**config.mk**
```make
export PLATFORM = sky130hd
export DESIGN_NAME = pinPort
export DESIGN_NICKNAME = d
export VERILOG_FILES = /design/src/rtl/pinPortPkg.sv /design/src/rtl/pinPortCtrl.sv /design/src/rtl/pinPortDatapath.sv /design/src/rtl/pinPort.sv
export SDC_FILE = /design/constraint.sdc
export NUM_CORES = 1
export LEC_CHECK = 0
export BUFFER_PORTS_ARGS = -buffer_cell sky130_fd_sc_hd__buf_2
export CELL_PAD_IN_SITES_DETAIL_PLACEMENT = 2
export CELL_PAD_IN_SITES_GLOBAL_PLACEMENT = 2
export CORE_ASPECT_RATIO = 0.75
export CORE_MARGIN = 4
export CORE_UTILIZATION = 30
export CTS_CLUSTER_SIZE = 40
export DETAILED_ROUTE_END_ITERATION = 10
export HOLD_SLACK_MARGIN = 0.06
export PLACE_DENSITY = 0.78
export SYNTH_ARGS = -nofsm -noshare
export SYNTH_HDL_FRONTEND = slang
export SYNTH_SLANG_ARGS = --single-unit
export TNS_END_PERCENT = 5
```
**constraint.sdc**
```tcl
create_clock -name clk -period 1.87 [get_ports clk]
set_input_delay 0.0935 -clock clk [delete_from_list [all_inputs] [get_ports clk]]
set_output_delay 0.0935 -clock clk [all_outputs]
set_load 0.02 [all_outputs]
```
**src/rtl/pinPortPkg.sv**
```systemverilog
package pinPortPkg;
  localparam int ADDR_W = 4;
  localparam int FSEL_W = 3;
  localparam int FSEL_SLOT = 4;
  localparam int MAX_FSEL_WORDS = 4;

  localparam logic [ADDR_W-1:0] A_DIR   = 4'd0;
  localparam logic [ADDR_W-1:0] A_DATA  = 4'd1;
  localparam logic [ADDR_W-1:0] A_SET   = 4'd2;
  localparam logic [ADDR_W-1:0] A_CLR   = 4'd3;
  localparam logic [ADDR_W-1:0] A_TGL   = 4'd4;
  localparam logic [ADDR_W-1:0] A_MOD   = 4'd5;
  localparam logic [ADDR_W-1:0] A_INEN  = 4'd6;
  localparam logic [ADDR_W-1:0] A_MASK  = 4'd7;
  localparam logic [ADDR_W-1:0] A_EDGE  = 4'd8;
  localparam logic [ADDR_W-1:0] A_BOTH  = 4'd9;
  localparam logic [ADDR_W-1:0] A_STAT  = 4'd10;
  localparam logic [ADDR_W-1:0] A_INVAL = 4'd11;
  localparam logic [ADDR_W-1:0] A_FSEL0 = 4'd12;

  typedef struct packed {
    logic wrDir;
    logic wrData;
    logic wrSet;
    logic wrClr;
    logic wrTgl;
    logic wrMod;
    logic wrInEn;
    logic wrMask;
    logic wrEdge;
    logic wrBoth;
    logic wrStatClr;
    logic [MAX_FSEL_WORDS-1:0] wrFsel;
  } ctrlStrobesT;
endpackage

```
**src/rtl/pinPortCtrl.sv**
```systemverilog
module pinPortCtrl
  import pinPortPkg::*;
#(
  parameter int NUM_PINS = 16,
  parameter int DATA_W = 32
) (
  input  logic [ADDR_W-1:0]          busAddr,
  input  logic                       busWr,
  input  logic [NUM_PINS-1:0]        dirQ,
  input  logic [NUM_PINS-1:0]        dataQ,
  input  logic [NUM_PINS-1:0]        inEnQ,
  input  logic [NUM_PINS-1:0]        maskQ,
  input  logic [NUM_PINS-1:0]        edgeQ,
  input  logic [NUM_PINS-1:0]        bothQ,
  input  logic [NUM_PINS-1:0]        statQ,
  input  logic [NUM_PINS-1:0]        inValQ,
  input  logic [NUM_PINS*FSEL_W-1:0] fselQ,
  output ctrlStrobesT                strobes,
  output logic [DATA_W-1:0]          busRdata
);
  localparam int PER_WORD = DATA_W / FSEL_SLOT;

  always_comb begin
    strobes = '0;
    if (busWr) begin
      strobes.wrDir     = (busAddr == A_DIR);
      strobes.wrData    = (busAddr == A_DATA);
      strobes.wrSet     = (busAddr == A_SET);
      strobes.wrClr     = (busAddr == A_CLR);
      strobes.wrTgl     = (busAddr == A_TGL);
      strobes.wrMod     = (busAddr == A_MOD);
      strobes.wrInEn    = (busAddr == A_INEN);
      strobes.wrMask    = (busAddr == A_MASK);
      strobes.wrEdge    = (busAddr == A_EDGE);
      strobes.wrBoth    = (busAddr == A_BOTH);
      strobes.wrStatClr = (busAddr == A_STAT);
      for (int w = 0; w < MAX_FSEL_WORDS; w++)
        strobes.wrFsel[w] = (busAddr == A_FSEL0 + ADDR_W'(w));
    end
  end

  always_comb begin
    busRdata = '0;
    case (busAddr)
      A_DIR:                      busRdata[NUM_PINS-1:0] = dirQ;
      A_DATA, A_SET, A_CLR,
      A_TGL, A_MOD:               busRdata[NUM_PINS-1:0] = dataQ;
      A_INEN:                     busRdata[NUM_PINS-1:0] = inEnQ;
      A_MASK:                     busRdata[NUM_PINS-1:0] = maskQ;
      A_EDGE:                     busRdata[NUM_PINS-1:0] = edgeQ;
      A_BOTH:                     busRdata[NUM_PINS-1:0] = bothQ;
      A_STAT:                     busRdata[NUM_PINS-1:0] = statQ;
      A_INVAL:                    busRdata[NUM_PINS-1:0] = inValQ;
      default: begin
        for (int i = 0; i < NUM_PINS; i++)
          if (busAddr == A_FSEL0 + ADDR_W'(i / PER_WORD))
            busRdata[FSEL_SLOT*(i % PER_WORD) +: FSEL_W] = fselQ[i*FSEL_W +: FSEL_W];
      end
    endcase
  end
endmodule

```
**src/rtl/pinPortDatapath.sv**
```systemverilog
module pinPortDatapath
  import pinPortPkg::*;
#(
  parameter int NUM_PINS = 16,
  parameter int NUM_PERIPH = 4,
  parameter int DATA_W = 32
) (
  input  logic                           clk,
  input  logic                           rst,
  input  ctrlStrobesT                    strobes,
  input  logic [DATA_W-1:0]              wdata,
  input  logic [NUM_PINS-1:0]            padIn,
  input  logic [NUM_PERIPH*NUM_PINS-1:0] periphOut,
  input  logic [NUM_PERIPH*NUM_PINS-1:0] periphOe,
  output logic [NUM_PINS-1:0]            padOut,
  output logic [NUM_PINS-1:0]            padOe,
  output logic [NUM_PINS-1:0]            dirQ,
  output logic [NUM_PINS-1:0]            dataQ,
  output logic [NUM_PINS-1:0]            inEnQ,
  output logic [NUM_PINS-1:0]            maskQ,
  output logic [NUM_PINS-1:0]            edgeQ,
  output logic [NUM_PINS-1:0]            bothQ,
  output logic [NUM_PINS-1:0]            statQ,
  output logic [NUM_PINS-1:0]            inValQ,
  output logic [NUM_PINS*FSEL_W-1:0]     fselQ,
  output logic                           irq
);
  localparam int PER_WORD = DATA_W / FSEL_SLOT;

  logic [NUM_PINS-1:0] wLo, wHi, dataNext;
  logic [NUM_PINS-1:0] rawIn, prevQ, stickyQ, edgeEvent;
  logic [FSEL_W-1:0]   fselArr [NUM_PINS];

  assign wLo = wdata[NUM_PINS-1:0];
  assign wHi = wdata[2*NUM_PINS-1:NUM_PINS];

  // plain configuration registers
  always_ff @(posedge clk) begin
    if (rst) begin
      dirQ  <= '0;
      inEnQ <= '0;
      maskQ <= '0;
      edgeQ <= '0;
      bothQ <= '0;
    end else begin
      if (strobes.wrDir)  dirQ  <= wLo;
      if (strobes.wrInEn) inEnQ <= wLo;
      if (strobes.wrMask) maskQ <= wLo;
      if (strobes.wrEdge) edgeQ <= wLo;
      if (strobes.wrBoth) bothQ <= wLo;
    end
  end

  // output data with atomic modify; clear half applied last so it wins
  always_comb begin
    dataNext = dataQ;
    if (strobes.wrData) dataNext = wLo;
    if (strobes.wrSet)  dataNext = dataQ | wLo;
    if (strobes.wrClr)  dataNext = dataQ & ~wLo;
    if (strobes.wrTgl)  dataNext = dataQ ^ wLo;
    if (strobes.wrMod)  dataNext = (dataQ | wLo) & ~wHi;
  end

  always_ff @(posedge clk) begin
    if (rst) dataQ <= '0;
    else     dataQ <= dataNext;
  end

  // function select per pin
  for (genvar i = 0; i < NUM_PINS; i++) begin : g_fsel
    always_ff @(posedge clk) begin
      if (rst)
        fselArr[i] <= '0;
      else if (strobes.wrFsel[i / PER_WORD])
        fselArr[i] <= wdata[FSEL_SLOT*(i % PER_WORD) +: FSEL_W];
    end
    assign fselQ[i*FSEL_W +: FSEL_W] = fselArr[i];
  end

  // pin output multiplexer
  always_comb begin
    padOut = dataQ;
    padOe  = dirQ;
    for (int i = 0; i < NUM_PINS; i++) begin
      for (int k = 0; k < NUM_PERIPH; k++) begin
        if (fselArr[i] == FSEL_W'(k + 1)) begin
          padOut[i] = periphOut[k*NUM_PINS + i];
          padOe[i]  = periphOe[k*NUM_PINS + i];
        end
      end
    end
  end

  // input path with loopback of the driven value
  assign rawIn = inEnQ & ((padOe & padOut) | (~padOe & padIn));

  always_ff @(posedge clk) begin
    if (rst) begin
      inValQ <= '0;
      prevQ  <= '0;
    end else begin
      inValQ <= rawIn;
      prevQ  <= inValQ;
    end
  end

  assign edgeEvent = edgeQ & ((inValQ & ~prevQ) | (bothQ & ~inValQ & prevQ));

  // sticky edge status: a new event beats a same-cycle clear
  always_ff @(posedge clk) begin
    if (rst)
      stickyQ <= '0;
    else
      stickyQ <= ((stickyQ & ~(strobes.wrStatClr ? wLo : '0)) | edgeEvent) & edgeQ;
  end

  assign statQ = (edgeQ & stickyQ) | (~edgeQ & inValQ);
  assign irq   = |(statQ & maskQ);
endmodule

```
**src/rtl/pinPort.sv**
```systemverilog
module pinPort
  import pinPortPkg::*;
#(
  parameter int NUM_PINS = 16,
  parameter int NUM_PERIPH = 4,
  parameter int DATA_W = 32
) (
  input  logic                           clk,
  input  logic                           rst,
  input  logic [ADDR_W-1:0]              busAddr,
  input  logic                           busWr,
  input  logic [DATA_W-1:0]              busWdata,
  output logic [DATA_W-1:0]              busRdata,
  input  logic [NUM_PINS-1:0]            padIn,
  output logic [NUM_PINS-1:0]            padOut,
  output logic [NUM_PINS-1:0]            padOe,
  input  logic [NUM_PERIPH*NUM_PINS-1:0] periphOut,
  input  logic [NUM_PERIPH*NUM_PINS-1:0] periphOe,
  output logic                           irq
);
  ctrlStrobesT strobes;
  logic [NUM_PINS-1:0] dirQ, dataQ, inEnQ, maskQ, edgeQ, bothQ, statQ, inValQ;
  logic [NUM_PINS*FSEL_W-1:0] fselQ;

  pinPortCtrl #(.NUM_PINS(NUM_PINS), .DATA_W(DATA_W)) u_ctrl (
    .busAddr(busAddr), .busWr(busWr),
    .dirQ(dirQ), .dataQ(dataQ), .inEnQ(inEnQ), .maskQ(maskQ),
    .edgeQ(edgeQ), .bothQ(bothQ), .statQ(statQ), .inValQ(inValQ),
    .fselQ(fselQ), .strobes(strobes), .busRdata(busRdata)
  );

  pinPortDatapath #(.NUM_PINS(NUM_PINS), .NUM_PERIPH(NUM_PERIPH), .DATA_W(DATA_W)) u_dp (
    .clk(clk), .rst(rst), .strobes(strobes), .wdata(busWdata),
    .padIn(padIn), .periphOut(periphOut), .periphOe(periphOe),
    .padOut(padOut), .padOe(padOe),
    .dirQ(dirQ), .dataQ(dataQ), .inEnQ(inEnQ), .maskQ(maskQ),
    .edgeQ(edgeQ), .bothQ(bothQ), .statQ(statQ), .inValQ(inValQ),
    .fselQ(fselQ), .irq(irq)
  );
endmodule

```
-- Word-level counts from Yosys, hierarchy flattened
Memories as Yosys holds them, arrays and structs flattened.
Index checks and enable logic that the tools add are counted.
- equal/unequal tests: 79
- bitwise operators: 43
- muxes and demuxes: 187
- reduce and logical (&&, ||, !) cells: 5
- operator list (operator ; number):
    $and A16 B16 Y16 ; 14
    $mux W1 ; 136
    $not A16 Y16 ; 7
    $mux W3 ; 36
    $eq A3 B2 Y1 const B ; 32
    $mux W16 ; 6
    $pmux W3 S8 ; 4
    $or A16 B16 Y16 ; 5
    $eq A3 B1 Y1 const B ; 16
    $eq A3 B3 Y1 const B ; 16
    $eq A4 B4 Y1 const B ; 8
    $pmux W1 S8 ; 4
    $eq A4 B3 Y1 const B ; 4
    $or A1 B1 Y1 ; 16
    $reduce_or A16 Y1 ; 1
    $xor A16 B16 Y16 ; 1
    $mux W15 ; 1
    $reduce_or A12 Y1 ; 1
    $eq A4 B2 Y1 const B ; 2
    $reduce_bool A5 Y1 ; 1
    $reduce_or A5 Y1 ; 1
    $eq A4 B1 Y1 const B ; 1
    $logic_not A4 Y1 ; 1
- register bits: 144
- RAM bits: 48
- input port bits: 183
- memories: 1
- output and inout port bits: 65
- memories (memory ; words ; bits a word ; rd ports ; clocked after memory_dff ; wr ports ; RTL line ; RTL):
    u_dp.fselArr ; 16 ; 3 ; 16 ; 0 ; 16 ; pinPortDatapath.sv:32 ; logic [FSEL_W-1:0] fselArr [NUM_PINS];

-- Longest topological paths before layout
Gate-level depths: netlist of the first run.
An unclocked memory read counts as a cell.
- depth after elaboration: 10
- gate-level depth with buffers: 8
- gate-level depth less buffers: 6

-- Modules after synthesis
From an unflattened synthesis of the first run, not the netlist that was laid out.
- cell total of the unflattened synthesis: 1476
- area total of the unflattened synthesis: 12826.1 µm²
- modules (own cells, without submodules) (module ; times used ; area each (µm²) ; cells an instance):
    pinPortDatapath ; 1 ; 10846.7 ; 1199
    pinPortCtrl ; 1 ; 1979.4 ; 277

-- Worst setup path after synthesis of the first run
Ideal clock, no wire load.
- path kind: input port to flip-flop
- start point: in busAddr[1]
- end point: mem u_dp.fselArr[8][0], in the netlist u_dp.fselArr[4][0] (enable)
- library setup time: 380 ps
- slack: -90 ps
- stages: 6
- arrival time: 1580 ps
- required time: 1490 ps
- path through: buf_2 -> nand2b_1 -> buf_2 -> nor2_1 -> clkbuf_1 -> a21o_1
- RTL lines (element ; RTL line ; RTL):
    from (decl) ; pinPort.sv:10 ; input logic [ADDR_W-1:0] busAddr,
    to (decl) ; pinPortDatapath.sv:32 ;

-- Worst setup path after layout of the first run
- start point: reg u_dp.edgeQ[3]
- end point: out irq
- longest elaborated chain between the ends: 5
- elaborated cells on any way between the ends: 6
- those cells by class: 5 x bitwise; 1 x reduce/logical
- RTL lines (element ; RTL line ; RTL):
    from (decl) ; pinPortDatapath.sv:21 ; output logic [NUM_PINS-1:0] edgeQ,
    from (signal assigned) ; pinPortDatapath.sv:49 ; if (strobes.wrEdge) edgeQ <= wLo;
    $not A16 Y16 ; pinPortDatapath.sv:117 ; assign statQ = (edgeQ & stickyQ) | (~edgeQ & inValQ);
    $and A16 B16 Y16 ; pinPortDatapath.sv:117 ;
    $or A16 B16 Y16 (*) ; pinPortDatapath.sv:117 ;
    $and A16 B16 Y16 (*) ; pinPortDatapath.sv:118 ; assign irq = |(statQ & maskQ);
    $reduce_or A16 Y1 (*) ; pinPortDatapath.sv:118 ;
    to (decl) ; pinPort.sv:19 ; output logic irq
Mark *: on every way between the ends. The rest lies on a longest branch, timed or not.

==> results of run 1 <==
## per-stage QoR
stage	worst slack (ps)	instances	instance area, um^2
CTS	-271	2402	16700
detailed placement	-148	2318	15200
floorplan	-14.3	1494	12600
global route	-321	2404	16900
global placement	-57.8	2318	15200
finish	-283	2405	16900
## final cells by class
cell class	count	area (um^2)	area share
Multi-Input combinational cell	1068	7800	0.462
Clock buffer	19	453	0.0268
Sequential cell	192	4350	0.258
Inverter	108	405	0.0240
Clock inverter	13	116	0.00690
Antenna cell	2	5.00	0.000297
Timing Repair Buffer	442	3040	0.180
Tap cell	561	702	0.0416
## per-layer routing
metal | vias up | share of wire | track usage
li1 | 6144 | - | -
met1 | 7137 | 0.43 | 0.376
met2 | 588 | 0.45 | 0.458
met3 | 117 | 0.085 | 0.0844
met4 | 2 | 0.029 | 0.0940
met5 | - | 0.00025 | 0
## registers in the layout, summed over array words and instances, names as in the netlist
name and flops:
u_dp.bothQ 16, u_dp.dataQ 16, u_dp.dirQ 16, u_dp.edgeQ 16
u_dp.fselArr 48, u_dp.inEnQ 16, u_dp.inValQ 16, u_dp.maskQ 16
u_dp.prevQ 16, u_dp.stickyQ 16
## worst max-delay path by stage
| stage | endpoint | slack, ps |
|---|---|---|
| after floorplan | u_dp.fselArr[0][0] | -10 |
| after global placement | busRdata[0] | -60 |
| after detailed placement | u_dp.dataQ[3] | -150 |
| after CTS | irq | -270 |
| after global routing | irq | -320 |
| final | irq | -280 |
## kinds of logic (layout without fill, tap and decap cells)
family	count (synthesis)	after routing
compound gates	383	383
other cells	1	6
fa+ha+maj	32	32
buf+inv	234	582
flops	192	192
mux	101	101
simple gates	548	548
## synth_stat cells, drive strengths merged (11+ instances only)
cell | count | area, um^2
nor3 | 33 | 175
buf | 47 | 272
nor3b | 32 | 240
o21bai | 12 | 90.1
o22ai | 27 | 169
a21oi | 94 | 470
nor4 | 38 | 300
a22oi | 28 | 210
nand3b | 35 | 267
and2 | 58 | 365
nand2b | 35 | 219
o21ai | 49 | 245
nor2b | 20 | 125
clkbuf | 79 | 297
nand4b | 16 | 140
o22a | 14 | 123
inv | 108 | 405
o211ai | 12 | 90.1
a22o | 20 | 175
nand3 | 23 | 115
o221a | 45 | 507
edfxtp | 48 | 1440
nand2 | 129 | 484
mux2i | 71 | 711
mux2 | 30 | 338
dfxtp | 144 | 2880
nor2 | 96 | 363
ha | 32 | 400
nor4b | 11 | 103
## power groups by stage
stage | clock (uW) | sequential, uW | combinational [uW]
5_1_grt | 3930 | 4600 | 2590
3_5_place_dp | 0 | 4660 | 2140
2_1_floorplan | 0 | 4540 | 1210
6_report | 3730 | 4580 | 2460
4_1_cts | 3780 | 4570 | 2340
3_3_place_gp | 0 | 4650 | 2060
## timing repair
action / 4_1_cts / 5_1_grt
setup endpoints to repair: 50 / 50
buffers inserted: 11 / 2
pin swaps: 29 / 11
hold endpoints to repair: 63 / 0
hold buffers: 41 / 0
resized for setup: 92 / 41
## worst max-delay path, cell delays in order (launching register included)
cell      delay [ps]
dfxtp_4          360
mux2_4           320
a22o_1           220
a221oi_2         230
nand4_1          230
buf_4            220
==> run_results.csv, run 1 <==
group,metric,value,unit
status,status,"finished with violations",
status,violations,"setup timing",
drt,num_vias,13988,
sta,skew,13.1,ps
power_and_ir_drop,seq_power_share,0.425,
floorplan,initial_core_util,0.307,
floorplan,rows,64,
sta,maxSlewHeadroom,0.594,
setup_path,setup.worst_path.class,"reg2out",
hold_path,min_to,"u_dp.dataQ[3]",
cells_and_area,drive_above_1_share,0.326,
clock_network,clk_pin_slew,80,ps
synthesis,async_flop_share,0,
synthesis,synth_flop_cell,"dfxtp_1",
setup_path,worstReg2RegStart,"u_dp.fselArr[2][5]",
cells_and_area,area_growth,33.6,%
clock_network,h-tree-depth,4,
global_route,grt_pass1_wl,98000,um
place,dp_hpwl,50500,um
cells_and_area,layout_common_cells,"buf_2, buf_4, dfxtp_1",
sta,period_needed,2150,ps
cells_and_area,final_core_util,0.410,
power_and_ir_drop,pwr-share-clk,0.346,
clock_network,cts_tree,"done",
cells_and_area,nets,2044,
synthesis,synth_top_family_by_area,"simple AND/OR/NAND/NOR gates",
global_route,gr-usage-all-layers,0.287,
synthesis,synth_edf_count,48,
drt,wl,68100,um
power_and_ir_drop,power_report.internal_total,7220,uW
power_and_ir_drop,p_sw_frac,0.329,
setup_path,reg2reg_to,"u_dp.inValQ[5]",
synthesis,yosys_warnings,0,
setup_path,crit_path_end_kind,"output pin",
sta,rsz0062_at_grt,"yes",
drt,first_iter_violations,1201,
clock_network,cts_root_buffer,"clkbuf_16",
hold_path,min_path_cells,4,
power_and_ir_drop,power,10800,uW
setup_path,crit_fanout,2,
drt,antenna_left,0,
cells_and_area,fill_cells,4578,
power_and_ir_drop,combPwrFrac,0.228,
sta,whs,101,ps
clock_network,cts_max_path_buffers,2,
floorplan,io_pins,248,
synthesis,seq_area_frac_synth,0.342,
synthesis,synth_compound_area_frac,0.222,
place,routabilityCongestion,0.948,
sta,finalWorstSetupSlack,-283,ps
cells_and_area,layout_commonest_cell,"buf_2",
synthesis,synth_area,12600,um^2
clock_network,cts_buffers,17,
power_and_ir_drop,p_per_area,638,nW/um^2
floorplan,core,41200,um^2
setup_path,worstPathRequired,1780,ps
setup_path,cp-start-kind,"flop",
synthesis,ys_ff_latch,192,
global_route,grt_max_degree,84,
hold_path,min_path_type,"in2reg",
sta,hold_viol_final,0,
floorplan,dieWidth,245,um
global_route,grt_pass1_vias,14916,
clock_network,clk_latency,470,ps
clock_network,cts_num_sinks,192,
drt,drc,0,
sta,setup-tns-final,-6520,ps
setup_path,cp-startpoint,"u_dp.edgeQ[3]",
power_and_ir_drop,ir_drop,0.000530,V
setup_path,r2r_slack,90,ps
sta,finalSetupViolCount,48,
power_and_ir_drop,leakage,0.00657,uW
place,io_buffers,243,
sta,tightestPinTransition,608,ps
synthesis,synthAdderAreaFrac,0.0317,
global_route,antenna_found_initial,3,
sta,drv_slew,0,
sta,fmax,464,MHz
synthesis,avgSynthCellArea,8.47,um^2
synthesis,synth_xor_area_frac,0,
sta,period_share,1.15,
power_and_ir_drop,p_switching,3550,uW
synthesis,synth.mux.area_fraction,0.0830,
global_route,grt_overflow,0,
drt,drt-wirelength-per-cell,28.3,um
flow_run,max-cap-violations,0,
floorplan,dieArea,45500,um^2
floorplan,die_height,186,um
setup_path,reg2reg_depth,4,
drt,drtPass1Iterations,5,
drt,viasPerCell,5.82,
synthesis,synth_cells,1491,
setup_path,arrival,2060,ps
synthesis,synth_simple_gate_area_frac,0.243,
hold_path,min_from,"busWdata[19]",
synthesis,synth.distinct_cells,69,
(Power assumes the default switching activity.)
==> run 2: changes to the inputs <==
- CORE_UTILIZATION: 30 -> 36
- PLACE_DENSITY: 0.78 -> 0.88
- clock period: 1.87 -> 2.66 ns (I/O delays scaled with it)
==> run_results.csv, run 2 (same netlist as run 1, synthesis figures left out) <==
group,metric,value,unit
sta,rsz0062_at_grt,"no",
power_and_ir_drop,ir_drop,0.000479,V
power_and_ir_drop,power,7400,uW
setup_path,cp_slowest_cell,"dfxtp_1",
sta,setup-tns-final,0,ps
setup_path,crit_path_end_kind,"output pin",
status,status,"finished, final reports clean",
sta,fmax,413,MHz
sta,maxSlewHeadroom,0.411,
global_route,grt_pass1_wl,97000,um
clock_network,cts_num_sinks,192,
sta,skew,14.0,ps
cells_and_area,layout_common_cells,"buf_2, dfxtp_1, nand2_1",
setup_path,cp_slowest_stage_delay,470,ps
setup_path,path_buf_inv,1,
floorplan,die_height,170,um
place,routabilityCongestion,0.984,
floorplan,dieArea,38200,um^2
sta,period_share,0.911,
cells_and_area,nets,1933,
setup_path,arrival,2290,ps
global_route,grt_max_degree,81,
sta,finalSetupViolCount,0,
power_and_ir_drop,leakage,0.00582,uW
sta,finalWorstSetupSlack,236,ps
clock_network,cts_max_path_buffers,2,
clock_network,clk_latency,470,ps
drt,viasPerCell,6.34,
hold_path,min_path_type,"in2reg",
global_route,antenna_found_initial,3,
place,dp_hpwl,47700,um
power_and_ir_drop,p_per_area,486,nW/um^2
place,dp_slack,408,ps
cells_and_area,largest_register,"u_dp.fselArr",
drt,wl,66800,um
cells_and_area,largest_reg_flops,48,
sta,hold_viol_final,0,
setup_path,setup.worst_path.class,"reg2out",
global_route,grt_pass1_vias,14801,
sta,tightestPinTransition,882,ps
floorplan,dieWidth,224,um
drt,drtPass1Iterations,6,
sta,drv_slew,0,
floorplan,initial_core_util,0.365,
clock_network,cts_buffers,17,
clock_network,h-tree-depth,4,
clock_network,cts_root_buffer,"clkbuf_16",
floorplan,io_pins,248,
drt,drc,0,
clock_network,post_cts_resized,0,
setup_path,crit_chain,"mux2_2 > a22o_1 > a221oi_1 > nand4_1 > buf_2",
floorplan,rows,59,
global_route,grt_overflow,0,
cells_and_area,final_core_util,0.440,
drt,antenna_left,0,
cells_and_area,antenna_cells,0,
global_route,gr-usage-all-layers,0.337,
drt,drt-wirelength-per-cell,30.5,um
cells_and_area,area_growth,20.7,%
drt,first_iter_violations,1701,
setup_path,worstPathRequired,2530,ps
floorplan,core,34600,um^2
drt,num_vias,13878,
clock_network,cts_tree,"done",
sta,period_needed,2420,ps
setup_path,cp-start-kind,"flop",
cells_and_area,drive_above_1_share,0.247,
place,io_buffers,243,
setup_path,crit_family,"compound AO/OA/AOI/OAI gates",
setup_path,crit_fanout,5,
clock_network,clk_pin_slew,70,ps
cells_and_area,fill_cells,3857,
cells_and_area,layout_commonest_cell,"buf_2",
clock_network,postCtsSetupRepairBufs,0,
flow_run,max-cap-violations,0,
==> run 2: final timing paths <==
| check | from | to | slack [ps] | cells after the start |
|---|---|---|---|---|
| hold / removal | periphOe[25] | u_dp.inValQ[9] | 80 | 3 |
| setup / recovery | u_dp.edgeQ[9] | irq | 240 | 5 |
| hold reg to reg | u_dp.inEnQ[9] | u_dp.inEnQ[9] | 490 | 2 |
| setup reg to reg | u_dp.dataQ[2] | u_dp.dataQ[2] | 590 | 5 |
==> run 2: metal layers <==
metal,up-vias,global-route usage,part of all wire
li1,5911,-,-
met1,7069,0.451,0.42
met2,748,0.530,0.45
met3,144,0.0833,0.097
met4,6,0.127,0.035
met5,-,0,0.00058
==> run 2: what timing repair did <==
| item | CTS | global route |
|---|---|---|
| endpoints found under the hold margin | 43 | 0 |
| endpoints found under the setup margin | 0 | 0 |
| hold buffers | 30 | 0 |
==> run 2: per-stage QoR <==
step	area, um^2	instances	hold WS, ps
final	15200	2188	76.1
after global routing	15200	2188	76.8
after CTS	15200	2188	61.1
after detailed placement	14400	2126	394
after global placement	14400	2126	390
after floorplan	12600	1494	272
==> run 2: worst register-to-register path, stage by stage, from the launching register on <==
cell and delay, ps:
dfxtp_1 520, inv_1 150, ha_1 260, nor4_1 620, o22ai_1 200, nor3_1 230
==> run 2: layout make-up <==
| class | instances | area (um^2) | share of cell area |
|---|---|---|---|
| clock inverters | 11 | 100 | 0.00657 |
| clock buffers | 21 | 472 | 0.0310 |
| flip-flops and latches | 192 | 4320 | 0.284 |
| inverters | 108 | 405 | 0.0266 |
| repair buffers | 331 | 2010 | 0.132 |
| multi-input cells | 1068 | 7350 | 0.483 |
| well taps | 457 | 572 | 0.0375 |
==> run 2: report_power, final <==
| group | switching [uW] | internal, uW |
|---|---|---|
| sequential | 195 | 3070 |
| combinational | 908 | 558 |
| clock | 1290 | 1380 |
